$ cat src/rtl/ptw_pkg.sv
package ptw_pkg;

  // entry flag positions (fixed by the table format software writes)
  localparam int PRESENT_BIT = 0;
  localparam int LOAD_BIT    = 1;
  localparam int STORE_BIT   = 2;

  typedef enum logic [2:0] {
    IDLE    = 3'd0,
    READ_L1 = 3'd1,
    WAIT_L1 = 3'd2,
    READ_L2 = 3'd3,
    WAIT_L2 = 3'd4,
    DONE    = 3'd5,
    FAULT   = 3'd6
  } walkState_t;

  typedef enum logic [1:0] {
    FLT_NONE   = 2'd0,
    FLT_ABSENT = 2'd1,
    FLT_PERM   = 2'd2
  } fault_t;

  // strobes from control to datapath
  typedef struct packed {
    logic loadReq;
    logic loadL2;
    logic loadLeaf;
    logic setAbsent;
    logic setPerm;
  } walkCtl_t;

  // decoded entry status from datapath to control
  typedef struct packed {
    logic entryPresent;
    logic permOk;
  } entryStat_t;

endpackage

$ cat src/rtl/ptw_ctrl.sv
module ptw_ctrl
  import ptw_pkg::*;
(
  input  logic       clk,
  input  logic       rstN,
  input  logic       reqValid,
  output logic       reqReady,
  output logic       memReqValid,
  input  logic       memReqReady,
  input  logic       memRspValid,
  input  entryStat_t stat,
  output walkCtl_t   ctl,
  output logic       rspValid
);

  walkState_t state, nextState;

  always_ff @(posedge clk or negedge rstN) begin
    if (!rstN) state <= IDLE;
    else       state <= nextState;
  end

  always_comb begin
    ctl       = '0;
    nextState = state;
    unique case (state)
      IDLE: begin
        if (reqValid) begin
          ctl.loadReq = 1'b1;
          nextState   = READ_L1;
        end
      end
      READ_L1: if (memReqReady) nextState = WAIT_L1;
      WAIT_L1: begin
        if (memRspValid) begin
          if (!stat.entryPresent) begin
            ctl.setAbsent = 1'b1;
            nextState     = FAULT;
          end else begin
            ctl.loadL2 = 1'b1;
            nextState  = READ_L2;
          end
        end
      end
      READ_L2: if (memReqReady) nextState = WAIT_L2;
      WAIT_L2: begin
        if (memRspValid) begin
          if (!stat.entryPresent) begin
            ctl.setAbsent = 1'b1;
            nextState     = FAULT;
          end else if (!stat.permOk) begin
            ctl.setPerm = 1'b1;
            nextState   = FAULT;
          end else begin
            ctl.loadLeaf = 1'b1;
            nextState    = DONE;
          end
        end
      end
      DONE:    nextState = IDLE;
      FAULT:   nextState = IDLE;
      default: nextState = IDLE;
    endcase
  end

  assign reqReady    = (state == IDLE);
  assign memReqValid = (state == READ_L1) || (state == READ_L2);
  assign rspValid    = (state == DONE) || (state == FAULT);

endmodule

$ cat src/rtl/ptw_datapath.sv
module ptw_datapath
  import ptw_pkg::*;
#(
  parameter int ADDR_W = 32,
  parameter int IDX_W  = 10,
  parameter int OFF_W  = 12
) (
  input  logic              clk,
  input  logic              rstN,
  input  walkCtl_t          ctl,
  input  logic [ADDR_W-1:0] reqVaddr,
  input  logic              reqStore,
  input  logic              baseWe,
  input  logic [ADDR_W-1:0] baseData,
  input  logic [ADDR_W-1:0] memRspData,
  output logic [ADDR_W-1:0] memReqAddr,
  output logic [ADDR_W-1:0] rspPaddr,
  output logic [1:0]        rspFault,
  output entryStat_t        stat
);

  localparam int LOW_W = ADDR_W - IDX_W;   // leaf index plus offset
  localparam int PFN_W = ADDR_W - OFF_W;
  localparam int PAD_W = ADDR_W - IDX_W - 2;

  logic [ADDR_W-1:0] baseReg;
  logic [LOW_W-1:0]  curLow;
  logic              curStore;
  logic [ADDR_W-1:0] walkAddr;
  logic [ADDR_W-1:0] physAddr;
  fault_t            faultCode;

  logic [IDX_W-1:0]  topIdx;
  logic [IDX_W-1:0]  leafIdx;
  logic [PFN_W-1:0]  entryPfn;
  logic [ADDR_W-1:0] l1Addr;
  logic [ADDR_W-1:0] l2Addr;
  logic [OFF_W-1:PFN_W > 0 ? STORE_BIT+1 : 0] unusedEntryBits;

  assign topIdx          = reqVaddr[ADDR_W-1 -: IDX_W];
  assign leafIdx         = curLow[LOW_W-1 -: IDX_W];
  assign entryPfn        = memRspData[ADDR_W-1:OFF_W];
  assign unusedEntryBits = memRspData[OFF_W-1:STORE_BIT+1];

  assign l1Addr = baseReg + {{PAD_W{1'b0}}, topIdx, 2'b00};
  assign l2Addr = {entryPfn, {OFF_W{1'b0}}} + {{PAD_W{1'b0}}, leafIdx, 2'b00};

  // root register: software updates apply when the next request is captured
  always_ff @(posedge clk or negedge rstN) begin
    if (!rstN)       baseReg <= '0;
    else if (baseWe) baseReg <= baseData;
  end

  always_ff @(posedge clk or negedge rstN) begin
    if (!rstN) begin
      curLow    <= '0;
      curStore  <= 1'b0;
      walkAddr  <= '0;
      physAddr  <= '0;
      faultCode <= FLT_NONE;
    end else begin
      if (ctl.loadReq) begin
        curLow    <= reqVaddr[LOW_W-1:0];
        curStore  <= reqStore;
        walkAddr  <= l1Addr;
        physAddr  <= '0;
        faultCode <= FLT_NONE;
      end
      if (ctl.loadL2)    walkAddr  <= l2Addr;
      if (ctl.loadLeaf)  physAddr  <= {entryPfn, curLow[OFF_W-1:0]};
      if (ctl.setAbsent) faultCode <= FLT_ABSENT;
      if (ctl.setPerm)   faultCode <= FLT_PERM;
    end
  end

  assign stat.entryPresent = memRspData[PRESENT_BIT];
  assign stat.permOk       = curStore ? memRspData[STORE_BIT] : memRspData[LOAD_BIT];

  assign memReqAddr = walkAddr;
  assign rspPaddr   = physAddr;
  assign rspFault   = faultCode;

endmodule

$ cat src/rtl/pt_walker.sv
module pt_walker
  import ptw_pkg::*;
#(
  parameter int ADDR_W = 32,
  parameter int IDX_W  = 10,
  parameter int OFF_W  = 12
) (
  input  logic              clk,
  input  logic              rstN,
  input  logic              reqValid,
  output logic              reqReady,
  input  logic [ADDR_W-1:0] reqVaddr,
  input  logic              reqStore,
  output logic              rspValid,
  output logic [ADDR_W-1:0] rspPaddr,
  output logic [1:0]        rspFault,
  input  logic              baseWe,
  input  logic [ADDR_W-1:0] baseData,
  output logic              memReqValid,
  input  logic              memReqReady,
  output logic [ADDR_W-1:0] memReqAddr,
  input  logic              memRspValid,
  input  logic [ADDR_W-1:0] memRspData
);

  walkCtl_t   ctl;
  entryStat_t stat;

  ptw_ctrl u_ctrl (
    .clk         (clk),
    .rstN        (rstN),
    .reqValid    (reqValid),
    .reqReady    (reqReady),
    .memReqValid (memReqValid),
    .memReqReady (memReqReady),
    .memRspValid (memRspValid),
    .stat        (stat),
    .ctl         (ctl),
    .rspValid    (rspValid)
  );

  ptw_datapath #(
    .ADDR_W (ADDR_W),
    .IDX_W  (IDX_W),
    .OFF_W  (OFF_W)
  ) u_dp (
    .clk        (clk),
    .rstN       (rstN),
    .ctl        (ctl),
    .reqVaddr   (reqVaddr),
    .reqStore   (reqStore),
    .baseWe     (baseWe),
    .baseData   (baseData),
    .memRspData (memRspData),
    .memReqAddr (memReqAddr),
    .rspPaddr   (rspPaddr),
    .rspFault   (rspFault),
    .stat       (stat)
  );

endmodule

$ cat config.mk
export PLATFORM = sky130hd
export DESIGN_NAME = pt_walker
export DESIGN_NICKNAME = d
export VERILOG_FILES = /design/src/rtl/ptw_pkg.sv /design/src/rtl/ptw_ctrl.sv /design/src/rtl/ptw_datapath.sv /design/src/rtl/pt_walker.sv
export SDC_FILE = /design/constraint.sdc
export NUM_CORES = 1
export LEC_CHECK = 0
export ABC_CLOCK_PERIOD_IN_PS = 2150
export BUFFER_PORTS_ARGS = -buffer_cell sky130_fd_sc_hd__buf_2
export CORE_UTILIZATION = 47
export DETAILED_ROUTE_END_ITERATION = 16
export PLACE_DENSITY_LB_ADDON = 0.05
export SLEW_MARGIN = 10
export SYNTH_ARGS = -nofsm -noshare
export SYNTH_HDL_FRONTEND = slang
export SYNTH_SLANG_ARGS = --single-unit
$ cat constraint.sdc
create_clock -name clk -period 2.15 [get_ports clk]
set_clock_uncertainty 0.1 [all_clocks]
set_input_delay 0.43 -clock clk [delete_from_list [all_inputs] [get_ports clk]]
set_output_delay 0.43 -clock clk [all_outputs]
set_load 0.05 [all_outputs]
---- Word level (Yosys, flattened, before mapping) ----
Index checks and enable logic that the tools add are counted.
W data, S select, Z words.
cells by class
  muxes and demuxes ....................... 32
  reductions and logical operators ........ 7
  equal/unequal tests ..................... 11
  add/sub/neg operators ................... 2
operators by type and width
  operator              number
  $mux W32              4
  $add A32 B12 Y32      2
  $mux W3               7
  $pmux W3 S5           1
  $mux W1               14
  $mux W2               5
  $ne A2 B2 Y1 const B  5
  $eq A3 B3 Y1 const B  3
  $eq A3 B2 Y1 const B  2
  $reduce_and A5 Y1     1
  $reduce_bool A2 Y1    2
  $eq A3 B1 Y1 const B  1
  $logic_not A3 Y1      1
  $reduce_bool A3 Y1    1
  $logic_or A1 B1 Y1    2
  $pmux W1 S2           1
storage, ports and cells
  input port bits ......................... 103
  word-level logic and storage cells ...... 59
  output and inout bits ................... 69
  flip-flop bits (word level) ............. 124

---- Depth between registers and ports, before layout ----
Gate-level depths: netlist of the first run.
  depth in word-level cells ............... 7
  depth in mapped cells ................... 9
  mapped depth without buffers ............ 9

---- Cells and area by module ----
From an unflattened synthesis of the first run, not the netlist that was laid out.
unflattened totals
  cell total of the unflattened synthesis .. 493
  area total of the unflattened synthesis .. 5853.1 µm²
modules (own cells, without submodules)
  module        cells an instance  times used  seq. area each (µm²)  area an instance (µm²)
  ptw_datapath  462                1           3027.9                5592.9
  ptw_ctrl      31                 1           75.1                  260.2

---- Least setup slack after synthesis of the first run ----
OpenSTA, ideal clock, no wires.
  path kind ............................... register to register
  start point ............................. register u_ctrl.state[0]
  end point ............................... register u_dp.walkAddr[13] (netlist: u_dp.memReqAddr[13])
  data required time ...................... 1.924 ns
  setup time .............................. 0.126 ns
  arrival ................................. 2.182 ns
  buffers on the path ..................... 3
  path slack .............................. -0.258 ns
  cell stages (with the launch flop) ...... 9
  clock period less this slack ............ 2.408 ns
  cell sequence ........................... dfrtp_1 clkbuf_1 nor3_2 and2_1 buf_2 nor2_1 buf_2 a221oi_1 nand2_1
on the way
  word-level cells in the longest chain between the ends .. 3
  elaborated cells between the ends (all ways) .. 6
  classes of those cells .................. eq/ne (1); mux (3); reduce/logical (2)
ends and longest elaborated chain
  element                       line                RTL
  start, declared               ptw_ctrl.sv:16      walkState_t state, nextState;
  start signal, assigned        ptw_ctrl.sv:20      else state <= nextState;
  $logic_not A3 Y1              n/a
  named net reqReady            pt_walker.sv:11     output logic reqReady,
  $mux W1                       ptw_ctrl.sv:26      unique case (state)
  $reduce_bool A2 Y1 (no line)  n/a
  end signal, assigned          ptw_datapath.sv:65  walkAddr <= l1Addr;
  end signal, assigned          ptw_datapath.sv:69  if (ctl.loadL2) walkAddr <= l2Addr;
  end, declared                 ptw_datapath.sv:29  logic [ADDR_W-1:0] walkAddr;
The timed path passes the listed nets, and every way through them passes these cells.
A chain may end at the register's enable or synchronous reset.

---- Worst setup path after layout of the first run ----
  start point ............................. register u_dp.baseReg[2]
  end point ............................... register u_dp.walkAddr[26] (netlist: u_dp.memReqAddr[26])
on the way
  word-level cells in the longest chain between the ends .. 3
ends and longest elaborated chain
  element                 line                RTL
  start, declared         ptw_datapath.sv:26  logic [ADDR_W-1:0] baseReg;
  start signal, assigned  ptw_datapath.sv:51  else if (baseWe) baseReg <= baseData;
  $add A32 B12 Y32        ptw_datapath.sv:45  assign l1Addr = baseReg + {{PAD_W{1'b0}}, topIdx, 2'b00};
  $mux W32                ptw_datapath.sv:62  if (ctl.loadReq) begin
  $mux W32                ptw_datapath.sv:69
No other way between the ends. The select of a mux whose other input is x is not followed.

==> results of run 1 <==
==> power groups by stage <==
stage | Combinational, W | Clock (W) | Sequential (W)
after detailed placement | 0.00412 | 0 | 0.00347
after CTS | 0.00416 | 0.00264 | 0.00344
after global placement | 0.00404 | 0 | 0.00344
after global routing | 0.00453 | 0.00275 | 0.00352
final | 0.00422 | 0.00259 | 0.00344
after floorplan | 0.00156 | 0 | 0.00478
==> timing repair <==
| item | 4_1_cts | 5_1_grt |
|---|---|---|
| pin swaps | 0 | 9 |
| hold buffers | 1 | 0 |
| hold endpoints to repair | 124 | 0 |
| setup buffers | 1 | 3 |
| resized for setup | 9 | 27 |
| setup endpoints to repair | 15 | 26 |
==> registers in the layout, indices dropped and copies added, names as in the netlist <==
register	cells
u_ctrl.state	3
u_dp.rspPaddr	32
u_dp.curLow	22
u_dp.baseReg	32
u_dp.rspFault	2
u_dp.curStore	1
u_dp.memReqAddr	32
==> per-stage QoR <==
step	instances	total power [W]	setup WS (ns)
floorplan	574	0.00634	-0.0433
global placement	886	0.00748	-0.224
detailed placement	886	0.00760	-0.227
CTS	918	0.0102	-0.0775
global route	921	0.0108	-0.224
finish	921	0.0102	-0.0928
==> synthesized netlist by cell type (5+ instances only) <==
cell type / count / area (um2)
sky130_fd_sc_hd__a22oi_1: 23 / 173
sky130_fd_sc_hd__xor2_1: 5 / 43.8
sky130_fd_sc_hd__o21ai_0: 57 / 285
sky130_fd_sc_hd__mux2_2: 31 / 349
sky130_fd_sc_hd__nand2_1: 153 / 574
sky130_fd_sc_hd__xnor2_1: 18 / 158
sky130_fd_sc_hd__buf_2: 13 / 65.1
sky130_fd_sc_hd__mux2i_1: 6 / 60.1
sky130_fd_sc_hd__nand3_1: 9 / 45.0
sky130_fd_sc_hd__o21ai_1: 7 / 35.0
sky130_fd_sc_hd__a21oi_1: 15 / 75.1
sky130_fd_sc_hd__dfrtp_1: 124 / 3100
sky130_fd_sc_hd__nor2_1: 17 / 63.8
sky130_fd_sc_hd__nor3_1: 7 / 35.0
sky130_fd_sc_hd__nor4b_1: 5 / 43.8
sky130_fd_sc_hd__inv_1: 6 / 22.5
sky130_fd_sc_hd__ha_1: 10 / 125
sky130_fd_sc_hd__clkbuf_1: 19 / 71.3
==> logic make-up (layout without fill, tap and decap cells) <==
| logic type | Yosys count | in the layout | synth area share |
|---|---|---|---|
| AOI/OAI and AO/OA | 129 | 129 | 0.140 |
| muxes | 37 | 37 | 0.0709 |
| adders and majority gates | 11 | 11 | 0.0252 |
| xor gates and xnor gates | 23 | 23 | 0.0349 |
| buffers and inverters | 40 | 240 | 0.0302 |
| DFF | 124 | 124 | 0.538 |
| and+or+nand+nor | 210 | 210 | 0.161 |
==> area by class of cell <==
class                      instances  area [um2]  area share
sequential                       124        3100       0.398
inverter                           6        22.5     0.00289
timing repair buffer             204        1200       0.154
tap                              147         184      0.0236
clock buffer                      21         460      0.0590
multi-input combinational        410        2750       0.353
clock inverter                     9        72.6     0.00931
==> worst paths after layout <==
check / to / slack [ns] / cells past startpoint
worst min register to register: u_dp.memReqAddr[3]$_DFFE_PN0P_ / 0.37 / 2
worst min-delay path: u_dp.curLow[16]$_DFFE_PN0P_ / 0.11 / 3
min in group asynchronous: u_ctrl.state[2]$_DFFE_PN0P_ / 0.46 / 3
worst max register to register: u_dp.memReqAddr[26]$_DFFE_PN0P_ / -0.09 / 10
worst max-delay path: u_dp.memReqAddr[26]$_DFFE_PN0P_ / -0.09 / 10
max in group asynchronous: u_dp.memReqAddr[17]$_DFFE_PN0P_ / 1.13 / 3
==> routing by layer <==
metal | vias to the layer above | routed length (um) | track usage
met5 | - | 0 | 0
met4 | 0 | 95 | 0.0933
met3 | 6 | 656 | 0.0439
met2 | 119 | 7260 | 0.381
met1 | 2348 | 6840 | 0.345
li1 | 2371 | - | -
==> worst min-delay path: stages <==
cell	delay [ns]
sky130_fd_sc_hd__buf_2	0.07
sky130_fd_sc_hd__nand2_1	0.04
sky130_fd_sc_hd__nand2_1	0.05
==> run metrics, run 1 <==
post-synthesis sequential element count=around 120; asr flop ratio synth=1.00; most frequent standard cell in the layout excluding fill and tap cells=sky130_fd_sc_hd__buf_2; violations in the final reports=negative setup slack; Sum Neg Setup Slack=-0.526 ns; antenna violations before repair=0; reported net switching power=0.00431 W; placeable core region=0.0120 mm2; class of the tightest hold or removal check=primary input to register; vias=approximately 4800; Die Outline Area=0.0127 mm2; die height=~110 um; Post-DRT Antenna Nets=0; total DRC errors in the routed layout=0; FILL cells=1029; arrival time of the worst setup path=about 2.4 ns; Yosys Warn Count=0; first-iteration detailed-routing DRC count=371; top library cells by usage in the layout, fill and taps aside=sky130_fd_sc_hd__buf_2, sky130_fd_sc_hd__nand2_1, sky130_fd_sc_hd__dfrtp_1, sky130_fd_sc_hd__o21ai_0, sky130_fd_sc_hd__buf_4; share of power burned in combinational logic=0.411; Flop pwr share=0.336; peak clock frequency supported by timing=between 0.4 and 0.5 GHz; share of the core filled with cells=0.652; endpoint required time on the critical path=between 2 and 2.5 ns; Worst Slack Setup Final=-0.0928 ns; total leakage power=around 3.8 nW; Power Dens Cells=about 1300 mW/mm2; number of inserted diodes=0; Pre-antenna DRT Iters=5; via count of the first global-routing pass=~4800; Net Count, Synth=between 600 and 700; number of flops mapped to enable cells by yosys=0; DIE WIDTH=roughly 110 um; Max Slew Vio Count=0; first-pass GRT wire length=24200 um; fraction of layout instances using a drive strength above 1=0.390; clock tree buffer depth=2; portion of total power attributed to the clock network=0.253; count of distinct cell types in the synthesized netlist=just over 50; total wire length after detailed routing=around 15000 um; synthesized instance count=574; maximum single-stage delay on the critical path=0.40 ns; average wire length per cell after detail routing=around 16 um; final cycle utilization of the critical path=1.04; final weighted congestion in routability-driven placement=between 0.8 and 0.9; Setup Crit Path Kind=register to register; fraction of power spent switching nets=0.421; top cell family by delay on the critical path=adder cells; total CTS buffers=17; depth of the CTS H-tree=4; placed wire-length estimate after detailed placement=between 10000 and 15000 um; # clock sinks=approximately 120; buffers plus inverters on the worst setup path=1; clock-pin slew of the registers on the worst-case setup and hold paths=~0.05 ns; Post-Synthesis Cell Area=between 0.005 and 0.006 mm2; number of I/O pins=approximately 170; Setup crit start kind=register; hold violation count in the final report=0; Period minus WS final=2.24 ns; Final Setup Violations=11; pin count of the biggest net entering global routing=75; area overhead of the layout relative to synthesis=35.2%; I/O Buffers=~160; cell area after layout=~0.0078 mm2; initial core utilization=0.482; CTS tree=built; maximum fanout count along the critical path=9; synthesized area divided by synthesized cell count=10.0 um2; max-cap check violation count=0; Hold Startpoint=reqVaddr[16]; worst r2r src=u_dp.baseReg[2]$_DFFE_PN0P_; via density per instance=5.26; Congestion Overflow GR=0; Worst IR Drop VDD=roughly 0.52 mV; Top FF cell, synth=sky130_fd_sc_hd__dfrtp_1; Critical Path, Cell by Cell=ha_4 -> fa_2 -> a21o_1 -> nand4_1 -> a21oi_2 -> o22ai_4 -> buf_12 -> nor3_2 -> xnor2_1 -> o21ai_1; post-placement cell area=slightly above 0.007 mm2; endpoint kind of the worst setup timing path=register; Worst setup startpoint=u_dp.baseReg[2]$_DFFE_PN0P_; status=complete, but fails checks; Max-Slew Margin vs Limit=0.634; Net count, final=877; clock insertion delay at the later pin of the skew report=a little over 0.4 ns; share of synthesized area occupied by flip-flops and latches=0.538; worst-margin pin slew=roughly 0.55 ns; slowest stage cell, crit path=sky130_fd_sc_hd__dfrtp_1; All-Layer GR Usage=0.246; setup repair after global routing missed its margin=true; hold_ws=about 0.11 ns; number of rows created at floorplan=40; root buffer cell=sky130_fd_sc_hd__clkbuf_16; Cell Int Power=a little under 0.006 W
(Power assumes the default switching activity.)
==> run 2: changes to the inputs <==
SLEW_MARGIN = 40   (was 10)
SYNTH_HIERARCHICAL = 1   (was unset)
==> run 2 against run 1 <==
Effect of this change: the run still ends with negative setup slack left; cell count is 5.5% lower; hold slack improved by 0.027 ns; core utilization is 0.82 points higher; highest routed layer unchanged.
==> run metrics, run 2 <==
Setup Crit Path Kind=register to register; most frequent standard cell in the layout excluding fill and tap cells=sky130_fd_sc_hd__buf_2; asr flop ratio synth=1.00; Max-Slew Margin vs Limit=0.701; maximum single-stage delay on the critical path=0.40 ns; number of cells in the finished layout apart from fillers=870; share of power burned in combinational logic=0.413; total leakage power=between 3 and 4 nW; setup slack on the worst flop-to-flop path=-0.15 ns; portion of total power attributed to the clock network=0.261; Setup crit start kind=register; slowest stage cell, crit path=sky130_fd_sc_hd__dfrtp_1; pin count of the biggest net entering global routing=between 60 and 70; die height=between 100 and 150 um; Hold Startpoint=reqVaddr[15]; Flop pwr share=0.326; worst-case hold path end point=u_dp/curLow[15]$_DFFE_PN0P_; DIE WIDTH=approximately 110 um; final weighted congestion in routability-driven placement=between 0.9 and 1; post-synthesis sequential element count=between 100 and 150; Period minus WS final=around 2.3 ns; Power Dens Cells=between 1000 and 1500 mW/mm2; CTS tree=built; Final Setup Violations=15; total wire length after detailed routing=14400 um; first-iteration detailed-routing DRC count=a little under 300; number of inserted diodes=0; top-area cell type share of the netlist area=0.530; top library cells by usage in the layout, fill and taps aside=sky130_fd_sc_hd__buf_2, sky130_fd_sc_hd__dfrtp_1, sky130_fd_sc_hd__mux2_2, sky130_fd_sc_hd__buf_4; Die Outline Area=0.0129 mm2; Net count, final=805; cell area after layout=about 0.008 mm2; Net Count, Synth=607; synthesized instance count=493; Post-DRT Antenna Nets=0; root buffer cell=sky130_fd_sc_hd__clkbuf_16; worst r2r src=u_dp/baseReg[2]$_DFFE_PN0P_; Yosys Warn Count=6; placed wire-length estimate after detailed placement=between 10000 and 15000 um; endpoint kind of the worst setup timing path=register; Congestion Overflow GR=0; number of flops mapped to enable cells by yosys=0; clock tree buffer depth=2; fraction of layout instances using a drive strength above 1=0.460; Pre-antenna DRT Iters=5; initial core utilization=0.485; number of I/O pins=between 150 and 200; Top FF cell, synth=sky130_fd_sc_hd__dfrtp_1; # clock sinks=124; area overhead of the layout relative to synthesis=36.0%; peak clock frequency supported by timing=about 0.43 GHz; placeable core region=~0.012 mm2; Worst IR Drop VDD=~0.76 mV; Hold Path Stages=3; setup repair after global routing missed its margin=true; worst-margin pin slew=between 0.4 and 0.5 ns; depth of the CTS H-tree=4; synthesized area divided by synthesized cell count=~12 um2; clock insertion delay at the later pin of the skew report=0.41 ns; logic depth of the worst register-to-register path=9; post-synthesis cell type with the largest combined area=sky130_fd_sc_hd__dfrtp_1; maximum fanout count along the critical path=9; fraction of power spent switching nets=0.403; Post-synth top cells=sky130_fd_sc_hd__dfrtp_1, sky130_fd_sc_hd__mux2_2, sky130_fd_sc_hd__nand2_1; endpoint required time on the critical path=~2.3 ns; class of the tightest hold or removal check=primary input to register; first-pass GRT wire length=23600 um; FILL cells=970; top cells by area, synth=sky130_fd_sc_hd__dfrtp_1, sky130_fd_sc_hd__mux2_2, sky130_fd_sc_hd__a22o_1; status=complete, but fails checks; vias=about 4600; All-Layer GR Usage=0.237; via count of the first global-routing pass=about 4700; share of synthesized area occupied by flip-flops and latches=0.530; antenna violations before repair=0; I/O Buffers=162; Max Slew Vio Count=0; hold violation count in the final report=0; average wire length per cell after detail routing=about 17 um; Cell Int Power=about 0.0064 W; clock-pin slew of the registers on the worst-case setup and hold paths=around 0.05 ns; max-cap check violation count=0; Post-Synthesis Cell Area=slightly below 0.006 mm2; reported net switching power=around 0.0043 W; count of distinct cell types in the synthesized netlist=60; Critical Path, Cell by Cell=ha_4 -> fa_2 -> a21o_1 -> a22o_1 -> o311ai_4 -> buf_12 -> nor3_1 -> xnor2_1 -> o21ai_1; total DRC errors in the routed layout=0; hold_ws=roughly 0.14 ns; power after layout=0.0107 W; number of rows created at floorplan=40; final cycle utilization of the critical path=1.07; total CTS buffers=17; dominant cell by count in the synthesized netlist=sky130_fd_sc_hd__dfrtp_1; post-placement cell area=0.00718 mm2; Placed Instances=833; violations in the final reports=negative setup slack; Worst Slack Setup Final=-0.150 ns; arrival time of the worst setup path=between 2 and 2.5 ns; destination of the worst register-to-register timing path=u_dp/memReqAddr[20]$_DFFE_PN0P_; via density per instance=roughly 5.3
-- run 2: changes by cell type in the layout (fill, tap and decap cells not counted), sizes merged, moves of 6 or more --
cell and change:
nand2 -117, mux2 +19, a22o +32, inv +7, o21ai -28, nor4b -6
a22oi -8
-- run 2: how the worst max path moves through the flow --
stage / startpoint / end / slack [ns] / cells after the start
final: u_dp/baseReg[2]$_DFFE_PN0P_ / u_dp/memReqAddr[20]$_DFFE_PN0P_ / -0.15 / 9
after global routing: u_dp/baseReg[2]$_DFFE_PN0P_ / u_dp/memReqAddr[14]$_DFFE_PN0P_ / -0.25 / 9
after CTS: u_dp/baseReg[2]$_DFFE_PN0P_ / u_dp/memReqAddr[26]$_DFFE_PN0P_ / -0.22 / 9
after detailed placement: reqVaddr[22] / u_dp/memReqAddr[26]$_DFFE_PN0P_ / -0.39 / 10
after global placement: reqVaddr[22] / u_dp/memReqAddr[18]$_DFFE_PN0P_ / -0.31 / 10
after floorplan: reqVaddr[22] / u_dp/memReqAddr[14]$_DFFE_PN0P_ / -0.14 / 8
-- run 2: area by class of cell --
class                      count  area, um2  area share
tap                          168        210      0.0264
multi-input combinational    329       2800       0.351
timing repair buffer         206       1230       0.154
inverter                      13       48.8     0.00613
clock inverter                 6       86.3      0.0108
sequential                   124       3100       0.390
clock buffer                  24        492      0.0618
-- run 2: layer usage --
metal,global-route usage,vias to the layer above,routed length [um]
li1,-,2201,-
met1,0.325,2271,6830
met2,0.364,130,6620
met3,0.0670,8,856
met4,0.0781,0,102
met5,0,-,0
-- run 2: timing repair --
action                     CTS  global route
hold endpoints to repair    53             0
pin swaps                    7             6
hold buffers                 1             0
setup buffers                4             2
gates resized for setup     20            11
setup endpoints to repair   20            23
-- run 2: worst max-delay path: cells and delay by family, from the launching register on --
| kind | cells | cell delay (ns) |
|---|---|---|
| DFF | 1 | 0.40 |
| xor gates and xnor gates | 1 | 0.16 |
| buffers and inverters | 1 | 0.17 |
| adders and majority gates | 2 | 0.52 |
| and+or+nand+nor | 1 | 0.05 |
| AOI/OAI and AO/OA | 4 | 0.77 |
-- run 2: cells by family after synthesis --
logic type / after synthesis / share of synthesized area
AO/OA/AOI/OAI: 127 / 0.171
multiplexers: 61 / 0.115
XOR/XNOR: 25 / 0.0374
AND/OR/NAND/NOR: 105 / 0.0934
buffers and inverters: 40 / 0.0280
adder cells (fa/ha/maj): 11 / 0.0248
flip-flops: 124 / 0.530
-- run 2: power groups by stage --
stage | registers [W] | logic [W] | clock network [W]
2_1_floorplan | 0.00480 | 0.00183 | 0
3_3_place_gp | 0.00346 | 0.00425 | 0
3_5_place_dp | 0.00351 | 0.00432 | 0
4_1_cts | 0.00348 | 0.00439 | 0.00284
5_1_grt | 0.00356 | 0.00471 | 0.00294
6_report | 0.00348 | 0.00440 | 0.00278
-- run 2: through the flow --
stage	util	setup TNS, ns	setup slack [ns]
2_1_floorplan	-	-1.20	-0.139
3_3_place_gp	0.595	-4.96	-0.310
3_5_place_dp	0.595	-5.71	-0.386
4_1_cts	0.654	-2.19	-0.215
5_1_grt	0.660	-3.18	-0.252
6_report	0.660	-1.57	-0.150
